===== src/rtl/spi_wake_pkg.sv =====
// Shared types for the sleep-gated SPI slave.
// Assumes: a frame opens with one direction bit, then address, then data.
package spi_wake_pkg;
    typedef enum logic {
        ACC_WRITE = 1'b0,
        ACC_READ  = 1'b1
    } acc_e;
endpackage


===== src/rtl/spi_in_sync.sv =====
// Two-stage synchronizer bank for asynchronous link pins.
// Assumes: the reference clock runs several times faster than any pin toggles.
// Reset loads RST_VAL so that chip select starts out inactive.
module spi_in_sync #(
    parameter int              W       = 3,
    parameter logic [W-1:0]    RST_VAL = '0
) (
    input  logic         clk,
    input  logic         rst_n,
    input  logic [W-1:0] din,
    output logic [W-1:0] dout
);
    logic [W-1:0] meta;

    for (genvar i = 0; i < W; i++) begin : g_bit
        // Two flops per pin to settle metastability.
        always_ff @(posedge clk) begin
            if (!rst_n) begin
                meta[i] <= RST_VAL[i];
                dout[i] <= RST_VAL[i];
            end else begin
                meta[i] <= din[i];
                dout[i] <= meta[i];
            end
        end
    end
endmodule


===== src/rtl/spi_wake_gate.sv =====
// Decides whether serial clock edges may be used.
// In sleep with the I/O supply present, a chip-select fall starts a settling
// window of WAKE_CYC reference cycles. In sleep without the supply, the whole
// chip-select period is blocked. Outside sleep, the gate opens at once.
// Assumes: cs_low_now and cs_low_prev are synchronized and one cycle apart.
module spi_wake_gate #(
    parameter int WAKE_CYC = 500
) (
    input  logic clk,
    input  logic rst_n,
    input  logic cs_low_now,
    input  logic cs_low_prev,
    input  logic sleep_mode,
    input  logic io_supply_ok,
    output logic busy,
    output logic gate_open
);
    localparam int CNT_W = $clog2(WAKE_CYC + 1);
    localparam logic [CNT_W-1:0] CNT_LOAD = CNT_W'(WAKE_CYC);

    logic [CNT_W-1:0] cnt;
    logic             blocked;
    logic             cs_fall, cs_rise, no_supply;

    assign cs_fall   = cs_low_now & ~cs_low_prev;
    assign cs_rise   = ~cs_low_now & cs_low_prev;
    assign no_supply = sleep_mode & ~io_supply_ok;
    assign busy      = (cnt != '0);
    assign gate_open = cs_low_prev & ~busy & ~blocked & ~no_supply;

    // Settling counter and supply block, both cleared when chip select rises.
    always_ff @(posedge clk) begin
        if (!rst_n) begin
            cnt     <= '0;
            blocked <= 1'b0;
        end else if (cs_rise) begin
            cnt     <= '0;
            blocked <= 1'b0;
        end else if (cs_fall) begin
            cnt     <= (sleep_mode && io_supply_ok) ? CNT_LOAD : '0;
            blocked <= no_supply;
        end else if (busy) begin
            cnt <= cnt - 1'b1;
        end
    end

    assert_window_start_R6: assert property (@(posedge clk) disable iff (!rst_n)
        (cs_fall && sleep_mode && io_supply_ok) |=> busy);
    assert_count_bound_R6: assert property (@(posedge clk) disable iff (!rst_n)
        cnt <= CNT_LOAD);
    assert_abort_clears_R8: assert property (@(posedge clk) disable iff (!rst_n)
        cs_rise |=> !busy);
endmodule


===== src/rtl/spi_frame_engine.sv =====
// Frame decoder and register strobe driver.
// Shifts host bits on gated rising edges. Issues the read strobe after the
// header and the write strobe after the last data bit. Shifts read data out
// on falling edges during the data byte.
// Assumes: the core returns reg_rdata combinationally from reg_addr in the
// reg_re cycle; DATA_W >= 2 and ADDR_W >= 1.
module spi_frame_engine
    import spi_wake_pkg::*;
#(
    parameter int ADDR_W = 7,
    parameter int DATA_W = 8
) (
    input  logic              clk,
    input  logic              rst_n,
    input  logic              cs_low,
    input  logic              gate_open,
    input  logic              sclk_rise,
    input  logic              sclk_fall,
    input  logic              mosi,
    output logic              miso,
    output logic [ADDR_W-1:0] reg_addr,
    output logic [DATA_W-1:0] reg_wdata,
    output logic              reg_we,
    output logic              reg_re,
    input  logic [DATA_W-1:0] reg_rdata
);
    localparam int HDR   = 1 + ADDR_W;
    localparam int FRAME = HDR + DATA_W;
    localparam int CW    = $clog2(FRAME + 1);
    localparam int SR_W  = ((HDR > DATA_W) ? HDR : DATA_W) - 1;
    localparam logic [CW-1:0] CNT_HDR   = CW'(HDR);
    localparam logic [CW-1:0] CNT_FRAME = CW'(FRAME);
    localparam logic [CW-1:0] LAST_HDR  = CW'(HDR - 1);
    localparam logic [CW-1:0] LAST_BIT  = CW'(FRAME - 1);

    logic [CW-1:0]     bitcnt;
    logic [SR_W-1:0]   rx_sr;
    logic [DATA_W-1:0] tx_sr;
    logic [HDR-1:0]    hdr;
    logic [DATA_W-1:0] dat;
    acc_e              rw_q;
    logic              shift_en, out_shift;

    assign hdr       = {rx_sr[HDR-2:0], mosi};
    assign dat       = {rx_sr[DATA_W-2:0], mosi};
    assign shift_en  = gate_open && sclk_rise && (bitcnt < CNT_FRAME);
    assign out_shift = gate_open && sclk_fall && (bitcnt > CNT_HDR);
    assign miso      = (rw_q == ACC_READ && bitcnt >= CNT_HDR) ? tx_sr[DATA_W-1] : 1'b0;

    // Input shifting, header capture and strobe generation.
    always_ff @(posedge clk) begin
        if (!rst_n) begin
            bitcnt    <= '0;
            rx_sr     <= '0;
            rw_q      <= ACC_WRITE;
            reg_addr  <= '0;
            reg_wdata <= '0;
            reg_we    <= 1'b0;
            reg_re    <= 1'b0;
        end else if (!cs_low) begin
            bitcnt <= '0;
            reg_we <= 1'b0;
            reg_re <= 1'b0;
        end else begin
            reg_we <= 1'b0;
            reg_re <= 1'b0;
            if (shift_en) begin
                rx_sr  <= {rx_sr[SR_W-2:0], mosi};
                bitcnt <= bitcnt + 1'b1;
                if (bitcnt == LAST_HDR) begin
                    rw_q     <= acc_e'(hdr[HDR-1]);
                    reg_addr <= hdr[ADDR_W-1:0];
                    reg_re   <= hdr[HDR-1];
                end
                if (bitcnt == LAST_BIT && rw_q == ACC_WRITE) begin
                    reg_wdata <= dat;
                    reg_we    <= 1'b1;
                end
            end
        end
    end

    // Read data load on the read strobe, then MSB-first shift on falling edges.
    always_ff @(posedge clk) begin
        if (!rst_n) begin
            tx_sr <= '0;
        end else if (reg_re) begin
            tx_sr <= reg_rdata;
        end else if (cs_low && out_shift) begin
            tx_sr <= {tx_sr[DATA_W-2:0], 1'b0};
        end
    end

    assert_we_pulse_R11: assert property (@(posedge clk) disable iff (!rst_n)
        reg_we |=> !reg_we);
    assert_re_pulse_R11: assert property (@(posedge clk) disable iff (!rst_n)
        reg_re |=> !reg_re);
    assert_idle_reset_R4: assert property (@(posedge clk) disable iff (!rst_n)
        !cs_low |=> (bitcnt == '0));
endmodule


===== src/rtl/spi_sleep_slave.sv =====
// Top level: SPI mode-0 register slave with sleep wake-up gating.
// Synchronizes the link pins, detects edges, gates them through the wake
// window and decodes frames into register strobes.
// Assumes: clk is free-running and at least about 12x the serial clock rate.
module spi_sleep_slave #(
    parameter int ADDR_W   = 7,
    parameter int DATA_W   = 8,
    parameter int WAKE_CYC = 500
) (
    input  logic              clk,
    input  logic              rst_n,
    input  logic              spi_csn,
    input  logic              spi_sclk,
    input  logic              spi_mosi,
    output logic              spi_miso,
    output logic              spi_miso_en,
    input  logic              sleep_mode,
    input  logic              io_supply_ok,
    output logic              wake_pend,
    output logic [ADDR_W-1:0] reg_addr,
    output logic [DATA_W-1:0] reg_wdata,
    output logic              reg_we,
    output logic              reg_re,
    input  logic [DATA_W-1:0] reg_rdata
);
    localparam int SYNC_W = 3;
    localparam logic [SYNC_W-1:0] SYNC_RST = 3'b001;

    logic [SYNC_W-1:0] pins_s;
    logic [1:0]        pins_q;
    logic              cs_low_now, cs_low_prev, sclk_rise, sclk_fall;
    logic              gate_open, miso_raw;

    spi_in_sync #(.W(SYNC_W), .RST_VAL(SYNC_RST)) u_sync (
        .clk  (clk),
        .rst_n(rst_n),
        .din  ({spi_mosi, spi_sclk, spi_csn}),
        .dout (pins_s)
    );

    // One-cycle delay of chip select and clock for edge detection.
    always_ff @(posedge clk) begin
        if (!rst_n) pins_q <= 2'b01;
        else        pins_q <= pins_s[1:0];
    end

    assign cs_low_now  = ~pins_s[0];
    assign cs_low_prev = ~pins_q[0];
    assign sclk_rise   = pins_s[1] & ~pins_q[1];
    assign sclk_fall   = ~pins_s[1] & pins_q[1];

    spi_wake_gate #(.WAKE_CYC(WAKE_CYC)) u_gate (
        .clk         (clk),
        .rst_n       (rst_n),
        .cs_low_now  (cs_low_now),
        .cs_low_prev (cs_low_prev),
        .sleep_mode  (sleep_mode),
        .io_supply_ok(io_supply_ok),
        .busy        (wake_pend),
        .gate_open   (gate_open)
    );

    spi_frame_engine #(.ADDR_W(ADDR_W), .DATA_W(DATA_W)) u_frame (
        .clk      (clk),
        .rst_n    (rst_n),
        .cs_low   (cs_low_prev),
        .gate_open(gate_open),
        .sclk_rise(sclk_rise),
        .sclk_fall(sclk_fall),
        .mosi     (pins_s[2]),
        .miso     (miso_raw),
        .reg_addr (reg_addr),
        .reg_wdata(reg_wdata),
        .reg_we   (reg_we),
        .reg_re   (reg_re),
        .reg_rdata(reg_rdata)
    );

    assign spi_miso_en = gate_open;
    assign spi_miso    = gate_open & miso_raw;

    assert_no_supply_quiet_R9: assert property (@(posedge clk) disable iff (!rst_n)
        (sleep_mode && !io_supply_ok) |-> !spi_miso_en);
    assert_window_hides_out_R6: assert property (@(posedge clk) disable iff (!rst_n)
        wake_pend |-> !spi_miso_en);
endmodule


===== config.mk =====
export PLATFORM = sky130hd
export DESIGN_NAME = spi_sleep_slave
export DESIGN_NICKNAME = d
export VERILOG_FILES = /design/src/rtl/spi_wake_pkg.sv /design/src/rtl/spi_in_sync.sv /design/src/rtl/spi_wake_gate.sv /design/src/rtl/spi_frame_engine.sv /design/src/rtl/spi_sleep_slave.sv
export SDC_FILE = /design/constraint.sdc
export NUM_CORES = 1
export LEC_CHECK = 0
export CORE_AREA = 2 2 68 70
export CTS_CLUSTER_DIAMETER = 50
export DETAILED_ROUTE_END_ITERATION = 10
export DIE_AREA = 0 0 70 72
export GPL_TIMING_DRIVEN = 0
export PLACE_DENSITY_LB_ADDON = 0.1
export SKIP_CTS_REPAIR_TIMING = 1
export SLEW_MARGIN = 40
export SYNTH_ARGS = -nofsm -noshare
export SYNTH_HDL_FRONTEND = slang
export SYNTH_HIERARCHICAL = 1
export SYNTH_SLANG_ARGS = --single-unit

===== constraint.sdc =====
create_clock -name clk -period 8 [get_ports clk]
set_input_delay 0.8 -clock clk [delete_from_list [all_inputs] [get_ports clk]]
set_output_delay 0.8 -clock clk [all_outputs]
set_load 0.05 [all_outputs]

Yosys cells after proc, flatten, opt, wreduce, memory -nomap -nowiden

Cells that the tools add are included.

Register bits: 56
Output and inout bits: 20

Add/subtract/negate cells: 2
Magnitude comparators: 3
Equality and inequality tests: 2
Muxes and demuxes: 7
Bitwise logic cells: 21
Reductions and logical operators: 18

Operators by type and width:

| cell                | number |
|---|---|
| $mux 9              | 3 |
| $mux 8              | 2 |
| $not 1->1           | 12 |
| $and 1x1->1         | 9 |
| $reduce_bool 9->1   | 1 |
| $sub 9x1->9 const B | 1 |
| $logic_and 1x1->1   | 8 |
| $reduce_and 3->1    | 2 |
| $add 5x1->5 const B | 1 |
| $eq 5x3->1 const B  | 1 |
| $eq 5x4->1 const B  | 1 |
| $ge 5x4->1 const B  | 1 |
| $gt 5x4->1 const B  | 1 |
| $lt 5x5->1 const B  | 1 |
| $reduce_bool 2->1   | 2 |
| $reduce_or 2->1     | 2 |
| $reduce_or 4->1     | 1 |
| $reduce_or 3->1     | 1 |
| $mux 1              | 2 |
| $reduce_and 2->1    | 1 |

Depth between registers and ports, before layout

Word-level depth: 10
Gate-level depth with buffers: 12
Depth with buffers taken out: 9

Cells and area by module

The synthesis kept the hierarchy.

Modules (own cells, without submodules):

| module           | times used | cells an instance | area an instance (um^2) | seq. area each (um^2) |
|---|---|---|---|---|
| spi_frame_engine | 1          | 178               | 1594.0                  | 760.7 |
| spi_wake_gate    | 1          | 64                | 521.8                   | 200.2 |
| spi_in_sync      | 1          | 12                | 157.7                   | 120.1 |
| spi_sleep_slave  | 1          | 9                 | 78.8                    | 40.0 |

Worst setup path before layout

No wires, ideal clock.

Path type: reg-to-output
Start: register u_gate.cnt[0]
End: output spi_miso
Arrival time: 3.916 ns
Data required time: 7.200 ns
Slack: 3.284 ns
Stages on the path, launching flop included: 7
Path through: dfxtp_1 > inv_1 > ha_1 > nor4b_1 > nand2_1 > nor4_1 > and2_1

Word-level cells in the longest chain between the ends: 6

Ends and longest elaborated chain:

| item                      | line                  | source |
|---|---|---|
| from (decl)               | spi_wake_gate.sv:21   | `logic [CNT_W-1:0] cnt;` |
| from (signal assigned)    | spi_wake_gate.sv:40   | `cnt <= (sleep_mode && io_supply_ok) ? CNT_LOAD : '0;` |
| from (signal assigned)    | spi_wake_gate.sv:43   | `cnt <= cnt - 1'b1;` |
| $reduce_bool 9->1         | spi_wake_gate.sv:28   | `assign busy = (cnt != '0);` |
| via wake_pend             | spi_sleep_slave.sv:19 | `output logic wake_pend,` |
| $not 1->1                 | spi_wake_gate.sv:29   | `assign gate_open = cs_low_prev & ~busy & ~blocked & ~no_supply;` |
| $and 1x1->1 (3 in series) | spi_wake_gate.sv:29   |  |
| via spi_miso_en           | spi_sleep_slave.sv:16 | `output logic spi_miso_en,` |
| $and 1x1->1               | spi_sleep_slave.sv:80 | `assign spi_miso = gate_open & miso_raw;` |
| to (decl)                 | spi_sleep_slave.sv:15 | `output logic spi_miso,` |

The timed path passes the listed nets, and every way through them passes these cells.

Worst setup path after layout

Start: register u_gate.cnt[0]
End: output spi_miso

Word-level cells in the longest chain between the ends: 6

Ends and longest elaborated chain:

| item                      | line |
|---|---|
| $reduce_bool 9->1         | spi_wake_gate.sv:28 |
| $not 1->1                 | spi_wake_gate.sv:29 |
| $and 1x1->1 (3 in series) | spi_wake_gate.sv:29 |
| $and 1x1->1               | spi_sleep_slave.sv:80 |

No other way between the ends.

==> out/results.tsv <==
metric	value	unit
Peak VDD IR	0.1751	mV
H-tree depth	2	
area leader, netlist	dfxtp_1	
die span in x	70	microns
WP buf/inv	2	
Pleak	1.038	nW
CTS clk-pin slew, worst paths	0.09	ns
CP endpoint kind	output port	
setup_tns	0	ns
yosys warns	6	
synth top area cells	dfxtp_1 (48%), nand2_1 (8.1%), mux2i_1 (7.7%)	
minimum clock period	3.994	ns
max incr delay on CP	0.79	ns
final setup fails	0	
CTS Buffer Depth	2	
final period utilization	0.4993	
CTS Buf Count	5	
main combinational cell family by area after synthesis	simple AND/OR/NAND/NOR gates	
WL/cell	12.39	microns
post-synthesis cell count	263	
Row Count	24	
Final nets	323	
commonest non-fill, non-tap cells in the layout	dfxtp_1 (56), nand2_1 (51), clkdlybuf4s50_1 (34)	
commonest non-fill, non-tap cell in the layout	dfxtp_1	
vias in the first global route	1713	
Worst Tran Pin Value	0.5538	ns
Core ar.	0.004264	sq mm
PortBufs	34	
outcome	finished clean	
number of vias per cell	5.244	
Synth Area in Adders	0.02128	
drt drc	0	
Antenna diodes	0	
Primary FF master, synth	dfxtp_1	
Worst Path Required	7.20	ns
TritonCTS clock tree	done	
largest net degree at the start of global routing	19	
Post-synth EDFFs	0	
Syn Nets	282	
Hold Crit Depth	1	
final number of hold-violating endpoints	0	
Via Count	1872	
P&R area growth vs syn	21.33	%
FFs w/ async S/R, synth	0	
Max-Cap Viols	0	
Crit path depth	7	
Synth Area in Compound Gates	0.1138	
post-synthesis mux area share	0.07660	
worst skew pair latency	0.30	ns
share of cells above drive strength 1	0.05574	
Setup crit start kind	register	
Fmax	0.2504	GHz
crit path DAT	3.19	ns
Critical Path, Cell by Cell	inv_1 -> ha_1 -> nor4b_1 -> nand2_1 -> nor4_2 -> and2_1 -> clkdlybuf4s50_1	
Crit path max-delay family	simple AND/OR/NAND/NOR gates	
Worst slew margin	0.6277	
Synth top area share	0.4766	
Starting Density	0.5516	
CTS Sinks	56	
gr usage total	0.1852	
Ports	35	
post-synthesis register bit count	56	
die area	0.005040	sq mm
PwrDens	211.6	mW/mm^2
initial antenna violation count	0	
worst min path class	reg -> reg	
DR iter-0 viols	81	
clock root cell	clkbuf_8	
GP Congestion	0.7731	
HPWL after DPL	3098	microns
xor/xnor share of the synthesized area	0.02606	
first-pass GRT wire length	7645	microns
setup ws final	4.006	ns
DIE HEIGHT	72	microns
WL final	4422	microns
Worst Path Max Fanout	7	
WS Path Type	reg -> out	
Final ANT Viol Nets	0	
Post-Syn Area	0.002352	sq mm
RSZ-0062 raised after global routing	no	
simple-gate portion of the synthesized area	0.2447	
Clock Skew	0.007814	ns
FILL cells	380	
Avg Cell Area, Syn	8.944	sq um
Final Max Tran Viols	0	
post-synth cell types	35	
Place WS	4.117	ns
grt total ovfl	0	
Slowest-stage cell, CP	clkdlybuf4s50_1	
sequential fraction of the synthesis area	0.4766	
Worst R2R Path Depth	11	
Pre-antenna DRT Iters	5	
-- worst reg2reg max path: cells and delay by family (launching register included) --
family | cells | cell delay (ns)
adder cells (fa/ha/maj) | 1 | 0.21
buffers and inverters | 3 | 0.47
flip-flops | 1 | 0.37
multiplexers | 1 | 0.21
AND/OR/NAND/NOR | 6 | 1.91
-- final timing paths --
path	slack [ns]	start	end
min reg2reg	0.42	u_sync/meta[0]$_SDFF_PN1_	u_sync/dout[0]$_SDFF_PN1_
max	4.01	u_gate/cnt[0]$_SDFFE_PP0P_	spi_miso
max reg2reg	4.77	u_gate/cnt[0]$_SDFFE_PP0P_	u_frame/reg_wdata[0]$_SDFFE_PN0P_
min	0.42	u_sync/meta[0]$_SDFF_PN1_	u_sync/dout[0]$_SDFF_PN1_
-- synthesized netlist by cell type (3+ instances only) --
cell	number
a21boi_0	8
inv_1	8
dfxtp_1	56
xnor2_1	4
o211ai_1	15
nor3_1	3
ha_1	4
nor2b_1	5
clkbuf_1	8
nand2b_1	5
nor2_1	12
xor2_1	3
and2_1	8
mux2i_1	18
nand3_1	17
nand2_1	51
o21ai_0	5
a21oi_1	8
-- where the power goes --
group          internal (mW)  switching, mW
logic                 0.0656         0.0726
registers              0.295         0.0176
clock network         0.0623         0.0912
total                  0.423          0.181
-- per-stage QoR --
stage | std cells | hold WS (ns) | total power [mW] | instance area [sq um] | utilization
2_1_floorplan | 263 | 0.3863 | 0.4207 | 2352 | -
3_3_place_gp | 349 | 0.3876 | 0.4506 | 2758 | 0.6467
3_5_place_dp | 349 | 0.3963 | 0.4543 | 2758 | 0.6467
4_1_cts | 357 | 0.4229 | 0.6100 | 2848 | 0.6678
5_1_grt | 357 | 0.4305 | 0.6397 | 2854 | 0.6693
6_report | 357 | 0.4183 | 0.6040 | 2854 | 0.6693
-- cells by family after synthesis --
group,after synthesis
compound gates,40
xor+xnor,7
fa+ha+maj,4
buf+inv,21
flops,56
mux,18
simple gates,117
-- cell type report --
cell class	count	area [sq um]	share of cell area
Sequential cell	56	1121	0.3928
Clock buffer	5	68.82	0.02411
Inverter	8	30.03	0.01052
Buffer	13	66.31	0.02324
Tap cell	52	65.06	0.02280
Multi-Input combinational cell	186	1141	0.3998
Timing Repair Buffer	34	340.3	0.1192
Clock inverter	3	21.27	0.007453
-- layer usage --
metal | global-route usage | wire length, microns
met3 | 0.03056 | 180
met2 | 0.3016 | 1934
met4 | 0.05769 | 16
met5 | 0 | 0
met1 | 0.2553 | 2292
-- sequential cells by signal, summed over array words and instances, names as in the netlist --
| signal | cells |
|---|---|
| u_frame/reg_addr | 7 |
| u_frame/rw_q | 1 |
| u_frame/reg_re | 1 |
| u_frame/reg_wdata | 8 |
| u_frame/rx_sr | 7 |
| u_sync/dout | 3 |
| u_frame/bitcnt | 5 |
| u_sync/meta | 3 |
| u_gate/cnt | 9 |
| u_frame/tx_sr | 8 |
| u_frame/reg_we | 1 |
| pins_q | 2 |
| u_gate/blocked | 1 |
(Power assumes the default switching activity.)
